===== src/rtl/dgsc_pkg.sv =====
// Package: shared encodings of the dispatch group slot checker.
// Assumes: unit codes and hazard codes are fixed by the decoder contract.
package dgsc_pkg;

    typedef enum logic [2:0] {
        UNIT_PSEUDO = 3'd0,
        UNIT_FIX    = 3'd1,
        UNIT_MEM    = 3'd2,
        UNIT_FLT    = 3'd3,
        UNIT_VEC    = 3'd4,
        UNIT_PERM   = 3'd5,
        UNIT_CREG   = 3'd6,
        UNIT_BR     = 3'd7
    } unit_t;

    typedef enum logic [1:0] {
        HZ_NONE  = 2'b00,
        HZ_STALL = 2'b01,
        HZ_NOOP  = 2'b10
    } hazard_t;

endpackage


===== src/rtl/dgsc_slot_track.sv =====
// Module: slot counter and group state of the current dispatch group.
// Assumes: issue is pulsed only for legal candidates; branches are not cracked.
module dgsc_slot_track
    import dgsc_pkg::*;
#(
    parameter int GROUP_SLOTS = 5,
    parameter int CNT_W       = 3
) (
    input  logic             clk,
    input  logic             rst_n,
    input  unit_t            unit,
    input  logic             single,
    input  logic             cracked,
    input  logic             ctr_write,
    input  logic             issue,
    input  logic             advance,
    output logic [CNT_W-1:0] slots,
    output logic             ctr_set,
    output logic             adv_err
);
    localparam logic [CNT_W-1:0] LAST_IDX = CNT_W'(GROUP_SLOTS - 1);
    localparam logic [CNT_W-1:0] FULL     = CNT_W'(GROUP_SLOTS);

    logic [CNT_W-1:0] base;
    logic [CNT_W-1:0] nxt_slots;
    logic             nxt_ctr;
    logic             real_issue;

    // Real issue excludes pseudo instructions, which use no slot.
    always_comb begin
        real_issue = issue && (unit != UNIT_PSEUDO);
    end

    // Next slot count and count-register state, with group close.
    always_comb begin
        base      = ((unit == UNIT_BR) || single) ? LAST_IDX : slots;
        nxt_slots = slots;
        nxt_ctr   = ctr_set;
        if (real_issue) begin
            nxt_slots = base + CNT_W'(1) + {{(CNT_W-1){1'b0}}, cracked};
            nxt_ctr   = ctr_set || ctr_write;
        end else if (advance && !issue) begin
            nxt_slots = slots + CNT_W'(1);
        end
        if (nxt_slots >= FULL) begin
            nxt_slots = '0;
            nxt_ctr   = 1'b0;
        end
    end

    // Group state registers.
    always_ff @(posedge clk) begin
        if (!rst_n) begin
            slots   <= '0;
            ctr_set <= 1'b0;
        end else begin
            slots   <= nxt_slots;
            ctr_set <= nxt_ctr;
        end
    end

    // Sticky flag for an advance overlapping an issue.
    always_ff @(posedge clk) begin
        if (!rst_n)
            adv_err <= 1'b0;
        else if (issue && advance)
            adv_err <= 1'b1;
    end

endmodule


===== config.mk =====
export PLATFORM = sky130hd
export DESIGN_NAME = dgsc_slot_track
export DESIGN_NICKNAME = d
export VERILOG_FILES = /design/src/rtl/dgsc_pkg.sv /design/src/rtl/dgsc_slot_track.sv
export SDC_FILE = /design/constraint.sdc
export NUM_CORES = 1
export LEC_CHECK = 0
export ABC_AREA = 0
export BUFFER_PORTS_ARGS = -buffer_cell sky130_fd_sc_hd__buf_2
export CAP_MARGIN = 20
export CORE_AREA = 3 3 40 42
export DETAILED_ROUTE_END_ITERATION = 12
export DIE_AREA = 0 0 43 45
export HOLD_SLACK_MARGIN = 0.06
export RECOVER_POWER = 100
export SLEW_MARGIN = 20
export SYNTH_ARGS = -nofsm -noshare
export SYNTH_HDL_FRONTEND = slang
export SYNTH_SLANG_ARGS = --single-unit

===== constraint.sdc =====
create_clock -name clk -period 2.1 [get_ports clk]
set_input_delay 0.21 -clock clk [delete_from_list [all_inputs] [get_ports clk]]
set_output_delay 0.21 -clock clk [all_outputs]
set_load 0.02 [all_outputs]

==> reports/results.ini, run 1 <==
[sta]
max-slew-margin-rel_pct=76.46
period_minus_slack_ps=1796
fmax_mhz=556.7
setup_violations=0
fin_skew_ps=2.360
max_slew.worst_pin.slew_ps=352.4
rsz0062_at_grt=false
finalHoldViolations=0
hold_ws_ps=210.2
min_period_over_period_pct=85.53
setup_tns_ps=0
slew_viol_final=0

[global_routing]
grt_max_degree=6
grt_pass1_vias=296
grt_usage_pct=7.833
grt-ovfl-total=0
antenna_found_initial=0
grt_pass1_wl_um=1076

[power_and_ir_drop]
p_leak_uw=0.0001843
swShare_pct=29.36
clkPwrFrac_pct=37.2
vdd_ir_drop_max_v=0.0002692
power_density_mw_per_mm2=678.5
switchingPower_uw=86.25
p_int_uw=207.5
p_comb_share_pct=25.6
seq_power_share_pct=37.2

[worst_hold_path]
hp-class=in -> reg

[worst_setup_path]
startpoint_type=register
endpoint_kind=register
crit_top_cell=ha_1
cp.required_ps=2230
crit_fanout=4
ff2ff_setup_slack_ps=300
path_class=reg -> reg
slowest_stage=a2111oi_2
worstPathArrival_ps=1930
crit_chain=nand2_1 > ha_1 > inv_1 > ha_1 > a32o_1 > a211o_1 > a2111oi_2
critical-path-max-stage-delay_ps=350

[yosys]
synth_cell_type_count=20
synth_cells=35
netlist_area_um2=325.3
synth_nets=48
syn_avg_cell_area_um2=9.295
ys_ff_latch=5
seq_area_frac_synth_pct=30.77
ys_warn_count=0

[cells_and_area]
seqCellArea_um2=100.1
fill_cells=138
diodes=0
multi_input_area_um2=203.9
final_cells=69
fin_area_um2=432.9
finalNetCount=68
area_delta_synth_final_pct=33.08
layout-drive-gt1-share_pct=22.22

[detailed_routing]
drc=0
vias=319
via_per_inst=4.623
wl_um=680
routedWlPerCell_um=9.855
drt_pass1_iterations=1
dr.first_iter.drc_count=0
ant_nets=0

[clocking]
cts_root_buffer=clkbuf_4
postCtsSetupBuffers=0
cts_buffers=3
clk_pin_slew_ps=40
clk_latency_ps=240
ctsResizeCount=0
cts_buffer_depth=2
htreeDepth=1
cts_sinks=5
ctsHoldBuffers=0
cts_tree=yes

[die]
die_area_mm2=0.001935
rows=13
start_util_pct=25.32
io-pin-count=15
die_w_um=43
core_area_mm2=0.001285
fp.dieH_um=45

[place]
gp_congestion=0.7747
portBuffers=14
post-place-cells=65
dpl-instance-area_um2=421.7

[run]
maxCapViolCount=0

[status]
status=finished clean

-- critical path: cells and delay by family (launching register included) --
family                     cells  cell delay [ps]
adders and majority gates      2              330
DFF                            1              340
buffers and inverters          1               40
AOI/OAI and AO/OA              3              920
and+or+nand+nor                1               70
-- metrics by stage --
| step | power, uW | utilization [%] | worst slack (ps) |
|---|---|---|---|
| after floorplan | 164.0 | - | 321.8 |
| after global placement | 191.2 | 32.81 | 49.97 |
| after detailed placement | 192.8 | 32.81 | -1.560 |
| after CTS | 306.9 | 34.86 | 247.2 |
| after global routing | 314.0 | 33.69 | 154.6 |
| final | 293.7 | 33.69 | 303.8 |
-- cell usage after synthesis, drive strengths merged --
master / number / area, um2
nor3b: 2 / 15.01
mux2i: 1 / 10.01
nor2b: 1 / 6.260
a211o: 1 / 8.760
nand2: 1 / 3.750
nor2: 2 / 7.510
o31ai: 1 / 7.510
a221oi: 1 / 8.760
ha: 3 / 37.54
dfxtp: 5 / 100.1
nor3: 1 / 5.000
and2: 2 / 12.51
inv: 4 / 15.01
a31oi: 2 / 12.51
xnor2: 1 / 8.760
a2111oi: 2 / 30.03
a21oi: 2 / 10.01
o31a: 1 / 8.760
a211oi: 1 / 7.510
a32o: 1 / 10.01
-- registers in the layout, summed over array words and instances, names as in the netlist --
| signal | flops |
|---|---|
| ctr_set | 1 |
| adv_err | 1 |
| slots | 3 |
-- path summary, 6_finish.rpt --
kind            start       end  cells after the start
max          slots[0]  slots[0]                      7
min           advance   adv_err                      3
max reg2reg  slots[0]  slots[0]                      7
min reg2reg   adv_err   adv_err                      2
-- placed cells by master, fill, tap and decap left out, drive strengths merged, types with 2 or more instances in the layout --
| master | count |
|---|---|
| clkbuf | 11 |
| buf | 8 |
| ha | 3 |
| a21oi | 2 |
| inv | 4 |
| and2 | 2 |
| a2111oi | 2 |
| nor2 | 2 |
| dfxtp | 5 |
| a31oi | 2 |
| nor3b | 2 |
-- routing by layer --
metal	up-vias	track usage, %	part of all wire, %
met5	-	0	0
met3	2	1.195	2.4
met2	7	13.77	50
li1	171	-	-
met1	139	7.246	43
met4	0	9.036	3.7
-- logic make-up after synthesis --
logic type               after synthesis  synth area share (%)
AO/OA/AOI/OAI                         12                 31.93
AND/OR/NAND/NOR                        9                 15.38
flip-flops                             5                 30.77
buffers and inverters                  4                 4.614
adder cells (fa/ha/maj)                3                 11.54
XOR/XNOR                               1                 2.693
multiplexers                           1                 3.077
-- power groups by stage --
stage	registers (uW)	clock network (uW)	logic, uW
4_1_cts	109	115	82.3
3_5_place_dp	111	0	81.9
6_report	109	109	75.2
2_1_floorplan	120	0	44.2
5_1_grt	110	120	83.4
3_3_place_gp	111	0	80.6
-- area by class of cell --
type	count	share of cell area, %
repair buffers	15	15.90
inverters	4	3.468
multi-input cells	26	47.11
clock buffers	4	6.069
flip-flops and latches	5	23.12
well taps	15	4.335
Power figures use the tool's default switching activity.
==> run 2: changes to the inputs <==
Settings changed: BUFFER_PORTS_ARGS -buffer_cell sky130_fd_sc_hd__buf_2 to -buffer_cell sky130_fd_sc_hd__buf_4.
==> run 2 against run 1 <==
Compared with the run above:
- worst hold slack improved by 9.2 ps
- total power increased by 1.7%
- clock skew increased by 1.4 ps
- final cell count unchanged
- core utilization increased by 2.1 points
- worst setup slack improved by 24 ps
- clock power about the same
- die area unchanged
- sequential share of layout area decreased by 1.4 points
- highest routed layer is now met3
==> reports/results.ini, run 2 (same netlist as run 1, synthesis figures left out) <==
[worst_setup_path]
ff2ff_path_depth=7  ; unchanged
startpoint_type=register  ; unchanged
path_buf_inv=1  ; unchanged
ff2ff_setup_slack_ps=330  ; was 300 ps
slowest_stage=a211o_1  ; was a2111oi_2
crit_fanout=4  ; unchanged
cp-startpoint=slots[0]  ; unchanged
crit_top_cell=ha_1  ; unchanged
r2r_start=slots[0]  ; unchanged
critical-path-max-stage-delay_ps=350  ; about the same
path_class=reg -> reg  ; unchanged
endpoint_kind=register  ; unchanged
cp.required_ps=2240  ; was 2230 ps
crit_chain=nand2_1 > ha_1 > inv_1 > ha_1 > a32o_1 > a211o_1 > a2111oi_2  ; unchanged
reg2reg_to=slots[0]  ; unchanged
cp_top_family=compound AO/OA/AOI/OAI gates  ; unchanged
worstPathArrival_ps=1910  ; was 1930 ps

[power_and_ir_drop]
power_density_mw_per_mm2=649.0  ; was 678.5 mW/mm2
p_comb_share_pct=27.6  ; was 25.6%
p_int_uw=212.8  ; was 207.5 uW
seq_power_share_pct=36.5  ; was 37.2%
switchingPower_uw=86.03  ; was 86.25 uW
p_leak_uw=0.0001950  ; was 0.0001843 uW
vdd_ir_drop_max_v=0.0002821  ; was 0.0002692 V
total_power_uw=298.8  ; was 293.7 uW
clkPwrFrac_pct=35.9  ; was 37.2%
swShare_pct=28.79  ; was 29.36%

[cells_and_area]
finalNetCount=68  ; unchanged
final_cell_mix=buf_4 (9), clkbuf_1 (7), dfxtp_1 (5), inv_1 (4)  ; was clkbuf_1 (8), buf_2 (7), dfxtp_1 (5), inv_1 (4)
largest_registers=slots x3, adv_err x1, ctr_set x1  ; unchanged
final_common_cell=buf_4  ; was clkbuf_1
area_delta_synth_final_pct=41.54  ; was 33.08%
largest_reg_flops=3  ; unchanged
layout-drive-gt1-share_pct=25.93  ; was 22.22%
largest_register=slots  ; unchanged
fin_area_um2=460.4  ; was 432.9 um2
diodes=0  ; unchanged

[status]
status=finished clean  ; unchanged

[clocking]
postCtsSetupBuffers=0  ; unchanged
htreeDepth=1  ; unchanged
cts_buffer_depth=2  ; unchanged
clk_pin_slew_ps=40  ; about the same
clk_latency_ps=240  ; about the same
cts_root_buffer=clkbuf_4  ; unchanged
cts_tree=yes  ; unchanged
cts_buffers=3  ; unchanged
ctsResizeCount=0  ; unchanged
ctsHoldBuffers=0  ; unchanged
cts_sinks=5  ; unchanged

[sta]
min_period_over_period_pct=84.39  ; was 85.53%
setup_violations=0  ; unchanged
max_slew.worst_pin.slew_ps=340.2  ; was 352.4 ps
slew_viol_final=0  ; unchanged
fin_skew_ps=3.714  ; was 2.360 ps
fmax_mhz=564.2  ; was 556.7 MHz
max-slew-margin-rel_pct=77.27  ; was 76.46%
period_minus_slack_ps=1772  ; was 1796 ps
finalHoldViolations=0  ; unchanged
setup_tns_ps=0  ; unchanged
rsz0062_at_grt=false  ; unchanged

[place]
portBuffers=14  ; unchanged
dpl-instance-area_um2=456.7  ; was 421.7 um2
place_hpwl_um=599.2
gp_congestion=0.7556  ; was 0.7747

[detailed_routing]
drt_pass1_iterations=4  ; was 1
vias=330  ; was 319
wl_um=687  ; was 680 um
dr.first_iter.drc_count=3  ; was 0
ant_nets=0  ; unchanged
routedWlPerCell_um=9.957  ; was 9.855 um
via_per_inst=4.783  ; was 4.623
drc=0  ; unchanged

[die]
die_area_mm2=0.001935  ; unchanged
io-pin-count=15  ; unchanged
core_area_mm2=0.001285  ; unchanged
start_util_pct=25.32  ; unchanged
die_w_um=43  ; unchanged
fp.dieH_um=45  ; unchanged
rows=13  ; unchanged

[worst_hold_path]
hp-class=in -> reg  ; unchanged
holdPathStages=3  ; unchanged
hold_end=adv_err  ; unchanged
hp-start=advance  ; unchanged

[global_routing]
grt-ovfl-total=0  ; unchanged
grtUsageMet1_pct=8.916  ; was 7.246%
grt_use_met2_pct=15.27  ; was 13.77%
grt_max_degree=7  ; was 6
grt_pass1_wl_um=1262  ; was 1076 um
antenna_found_initial=0  ; unchanged
grt_pass1_vias=331  ; was 296
busiest_layer=met2  ; unchanged
grt_usage_pct=8.826  ; was 7.833%
grt.met3_usage_pct=1.195  ; unchanged

[run]
maxCapViolCount=0  ; unchanged

run 2: changes by cell type in the layout (fill, tap and decap cells not counted):
| cell | delta |
|---|---|
| a2111oi_0 | -1 |
| buf_4 | +8 |
| clkbuf_1 | -1 |
| a2111oi_2 | +1 |
| buf_2 | -7 |
run 2: layout make-up:
type / instances / area (um2)
clock buffer: 4 / 26.28
fill: 157 / 824.5
inverter: 4 / 15.01
multi-input combinational: 26 / 210.2
sequential: 5 / 100.1
tap: 15 / 18.77
timing repair buffer: 15 / 90.09
run 2: power groups by stage:
stage | logic [uW] | registers (uW) | clock network [uW]
after floorplan | 44.2 | 120 | 0
after global placement | 90.8 | 111 | 0
after detailed placement | 90.6 | 111 | 0
after CTS | 91.0 | 109 | 115
after global routing | 93.9 | 110 | 117
final | 82.5 | 109 | 107
run 2: worst max path at each step:
| stage | slack (ps) | endpoint | depth (start not counted) |
|---|---|---|---|
| 6_report | 330 | slots[0] | 7 |
| 3_5_place_dp | 50 | slots[0] | 9 |
| 3_3_place_gp | 110 | slots[1] | 9 |
| 4_1_cts | 300 | slots[0] | 7 |
| 5_1_grt | 80 | slots[0] | 9 |
| 2_1_floorplan | 320 | slots[0] | 7 |
run 2: worst min-delay path: stages:
cell     delay, ps
buf_4           80
a21oi_1         50
nor2_1          70
run 2: per-stage QoR:
step | worst slack, ps | hold WS (ps) | util [%] | std cells
after floorplan | 321.8 | 350.6 | - | 35
after global placement | 105.9 | 451.5 | 35.54 | 65
after detailed placement | 52.67 | 464.5 | 35.54 | 65
after CTS | 303.4 | 214.2 | 37.59 | 69
after global routing | 81.74 | 229.9 | 35.83 | 69
final | 327.7 | 219.4 | 35.83 | 69
run 2: routing by layer:
layer	wire length, um	share of wire [%]	up-vias
li1	-	-	172
met1	286	42	153
met2	383	56	5
met3	18	2.6	0
met4	0	0	0
met5	0	0	-
==> run 3: changes to the inputs <==
Settings changed: ABC_AREA 0 to 1.
Clock period 2.1 ns to 1.45 ns, I/O delays scaled along.
==> run 3 against run 2 <==
Compared with the run above:
- synthesized cell count is 83% higher
- first-iteration DRC count up 130%
- die area did not move
- register-to-register slack got worse by 230 ps
- synthesized area up 16%
- largest power group is now clock
- design area is 23% higher
- sequential cell count did not move
- sequential share of layout area down 3.7 points
- routed wire length is 38% higher
- sequential power rose by 46%
- combinational power up 84%
==> reports/results.ini, run 3 <==
[clocking]
cts_tree=yes  ; unchanged
cts_sinks=5  ; unchanged
cts_buffer_depth=2  ; unchanged
ctsHoldBuffers=0  ; unchanged
clk_latency_ps=250  ; was 240 ps
htreeDepth=1  ; unchanged
cts_buffers=3  ; unchanged
clk_pin_slew_ps=40  ; about the same
cts_root_buffer=clkbuf_4  ; unchanged

[sta]
finalHoldViolations=0  ; unchanged
fmax_mhz=737.7  ; was 564.2 MHz
slew_viol_final=0  ; unchanged
fin_skew_ps=3.074  ; was 3.714 ps
period_minus_slack_ps=1356  ; was 1772 ps
max_slew.worst_pin.slew_ps=265.5  ; was 340.2 ps
min_period_over_period_pct=93.48  ; was 84.39%
max-slew-margin-rel_pct=82.37  ; was 77.27%
setup_violations=0  ; unchanged
setup_tns_ps=0  ; unchanged
rsz0062_at_grt=false  ; unchanged

[worst_setup_path]
r2r_start=slots[0]  ; unchanged
worstPathArrival_ps=1500  ; was 1910 ps
cp-startpoint=slots[0]  ; unchanged
endpoint_kind=register  ; unchanged
endpoint=slots[2]  ; was slots[0]
ff2ff_path_depth=10  ; was 7
reg2reg_to=slots[2]  ; was slots[0]
startpoint_type=register  ; unchanged
ff2ff_setup_slack_ps=90  ; was 330 ps
crit_fanout=3  ; was 4
path_class=reg -> reg  ; unchanged
cp.required_ps=1590  ; was 2240 ps

[detailed_routing]
via_per_inst=4.440  ; was 4.783
routedWlPerCell_um=9.500  ; was 9.957 um
drt_pass1_iterations=4  ; unchanged
drc=0  ; unchanged
ant_nets=0  ; unchanged
dr.first_iter.drc_count=7  ; was 3
vias=444  ; was 330
wl_um=950  ; was 687 um

[yosys]
yosysMostFrequentCell=nand2_1  ; was dfxtp_1
seq_area_frac_synth_pct=26.49  ; was 30.77%
synthTopCellsByCount=nand2_1 (19), inv_1 (17), nand3_1 (7)  ; was dfxtp_1 (5), inv_1 (4), ha_1 (3)
ys_ff_latch=5  ; unchanged
syn_avg_cell_area_um2=5.904  ; was 9.295 um2
synth_edf_count=0  ; unchanged
synth_compound_area_share_pct=3.642  ; was 31.92%
synthXorXnorAreaFrac_pct=0  ; was 2.692%
synth_cells=64  ; was 35
async_flop_share_pct=0  ; unchanged
synthAdderAreaFrac_pct=9.934  ; was 11.54%
synth_top_family_by_area=simple AND/OR/NAND/NOR gates  ; was compound AO/OA/AOI/OAI gates
synth_cell_type_count=11  ; was 20
synth-main-ff-cell=dfxtp_1  ; unchanged
synth_top_area_share_pct=26.49  ; was 30.77%
ys_warn_count=0  ; unchanged
synth_top_area_cell=dfxtp_1  ; unchanged
synth_nets=77  ; was 48
netlist_area_um2=377.9  ; was 325.3 um2
synth_mux_area_share_pct=0  ; was 3.077%
yosys.area_share.simple_pct=43.05  ; was 15.38%
synth.area.top_cells=dfxtp_1 (26%), nand2_1 (19%), inv_1 (17%)  ; was dfxtp_1 (31%), ha_1 (12%), a2111oi_2 (9.2%)

[power_and_ir_drop]
vdd_ir_drop_max_v=0.0003683  ; was 0.0002821 V
p_leak_uw=0.0003179  ; was 0.0001950 uW
power_density_mw_per_mm2=835.3  ; was 649.0 mW/mm2

[cells_and_area]
final_cells=100  ; was 69
fill_cells=153  ; was 157
largest_reg_flops=3  ; unchanged
area_delta_synth_final_pct=50.33  ; was 41.54%
largest_register=slots  ; unchanged
seqCellArea_um2=102.6  ; was 100.1 um2
final_common_cell=nand2_1  ; was buf_4
final_cell_mix=nand2_1 (18), inv_1 (14), buf_4 (13), nand3_1 (5), clkbuf_1 (5)  ; was buf_4 (9), clkbuf_1 (7), dfxtp_1 (5), inv_1 (4)
finalNetCount=99  ; was 68
layout-drive-gt1-share_pct=36.47  ; was 25.93%
diodes=0  ; unchanged
multi_input_area_um2=244.0  ; was 210.2 um2
largest_registers=slots x3, adv_err x1, ctr_set x1  ; unchanged

[die]
io-pin-count=15  ; unchanged
fp.dieH_um=45  ; unchanged
die_w_um=43  ; unchanged
die_area_mm2=0.001935  ; unchanged
core_area_mm2=0.001285  ; unchanged
rows=13  ; unchanged
start_util_pct=29.41  ; was 25.32%

[place]
place_hpwl_um=762  ; was 599.2 um
portBuffers=14  ; unchanged
post-place-cells=95  ; was 65
gp_congestion=0.7918  ; was 0.7556

[global_routing]
grt_pass1_vias=369  ; was 331
grt_usage_pct=10.26  ; was 8.826%
grt_pass1_wl_um=1455  ; was 1262 um
grt_max_degree=6  ; was 7
antenna_found_initial=0  ; unchanged
grt-ovfl-total=0  ; unchanged

[status]
status=finished clean  ; unchanged

[worst_hold_path]
hp-class=in -> reg  ; unchanged

[run]
maxCapViolCount=0  ; unchanged

## run 3: cell count changes after synthesis, sizes merged, moves of 2 or more
cell | before | now
nand4 | 0 | 3
a31oi | 2 | 0
inv | 4 | 17
nand3 | 0 | 7
nor3b | 2 | 0
and2 | 2 | 0
a2111oi | 2 | 0
nor2 | 2 | 6
nand2 | 1 | 21
## run 3: cells by family after synthesis
group	count (synthesis)
fa+ha+maj	3
buf+inv	17
compound gates	2
simple gates	37
flops	5
## run 3: repair_timing
item                                   4_1_cts  5_1_grt
buffers inserted                             0        1
endpoints found under the hold margin        0        0
resized for setup                            0       11
setup endpoints to repair                    0        3
## run 3: through the flow
stage	hold WS (ps)	util, %	area (um2)	power, uW	setup WS [ps]
2_1_floorplan	257.2	-	379.1	240.9	77.91
3_3_place_gp	399.0	40.31	518.0	299.7	-15.79
3_5_place_dp	404.2	40.31	518.0	302.7	-49.65
4_1_cts	140.0	42.36	544.3	476.4	68.20
5_1_grt	164.3	44.21	568.0	516.1	4.395
6_report	150.3	44.21	568.0	474.5	94.50
## run 3: how the worst min path moves through the flow
stage                     startpoint  cells after the start  endpoint
after floorplan                rst_n                      2   adv_err
final                          rst_n                      3   adv_err
after global routing           rst_n                      3   adv_err
after detailed placement       rst_n                      3   adv_err
after CTS                      rst_n                      3   adv_err
after global placement       advance                      3   adv_err
## run 3: per-layer routing
layer	part of all wire, %	track usage, %
met1	47	13.32
met2	41	14.67
met3	8.1	1.594
met4	3.1	9.036
met5	0	0
## run 3: worst max-delay path, stage by stage (launching register included)
cell	delay (ps)
dfxtp_2	320
nand3_2	70
ha_2	170
inv_2	40
ha_4	250
inv_2	20
nand2_1	60
nand2_2	70
buf_4	130
nand4_1	80
inv_1	40
## run 3: power by group
part | switching, uW | internal [uW] | total [uW]
Sequential | 8.34 | 150 | 159
Combinational | 83.3 | 69.0 | 152
Clock | 59.5 | 104 | 164
## run 3: area by class of cell
cell class	instances	area share, %
multi-input combinational	42	42.95
timing repair buffer	17	19.82
sequential	5	18.06
inverter	17	11.23
clock buffer	4	4.626
tap	15	3.304
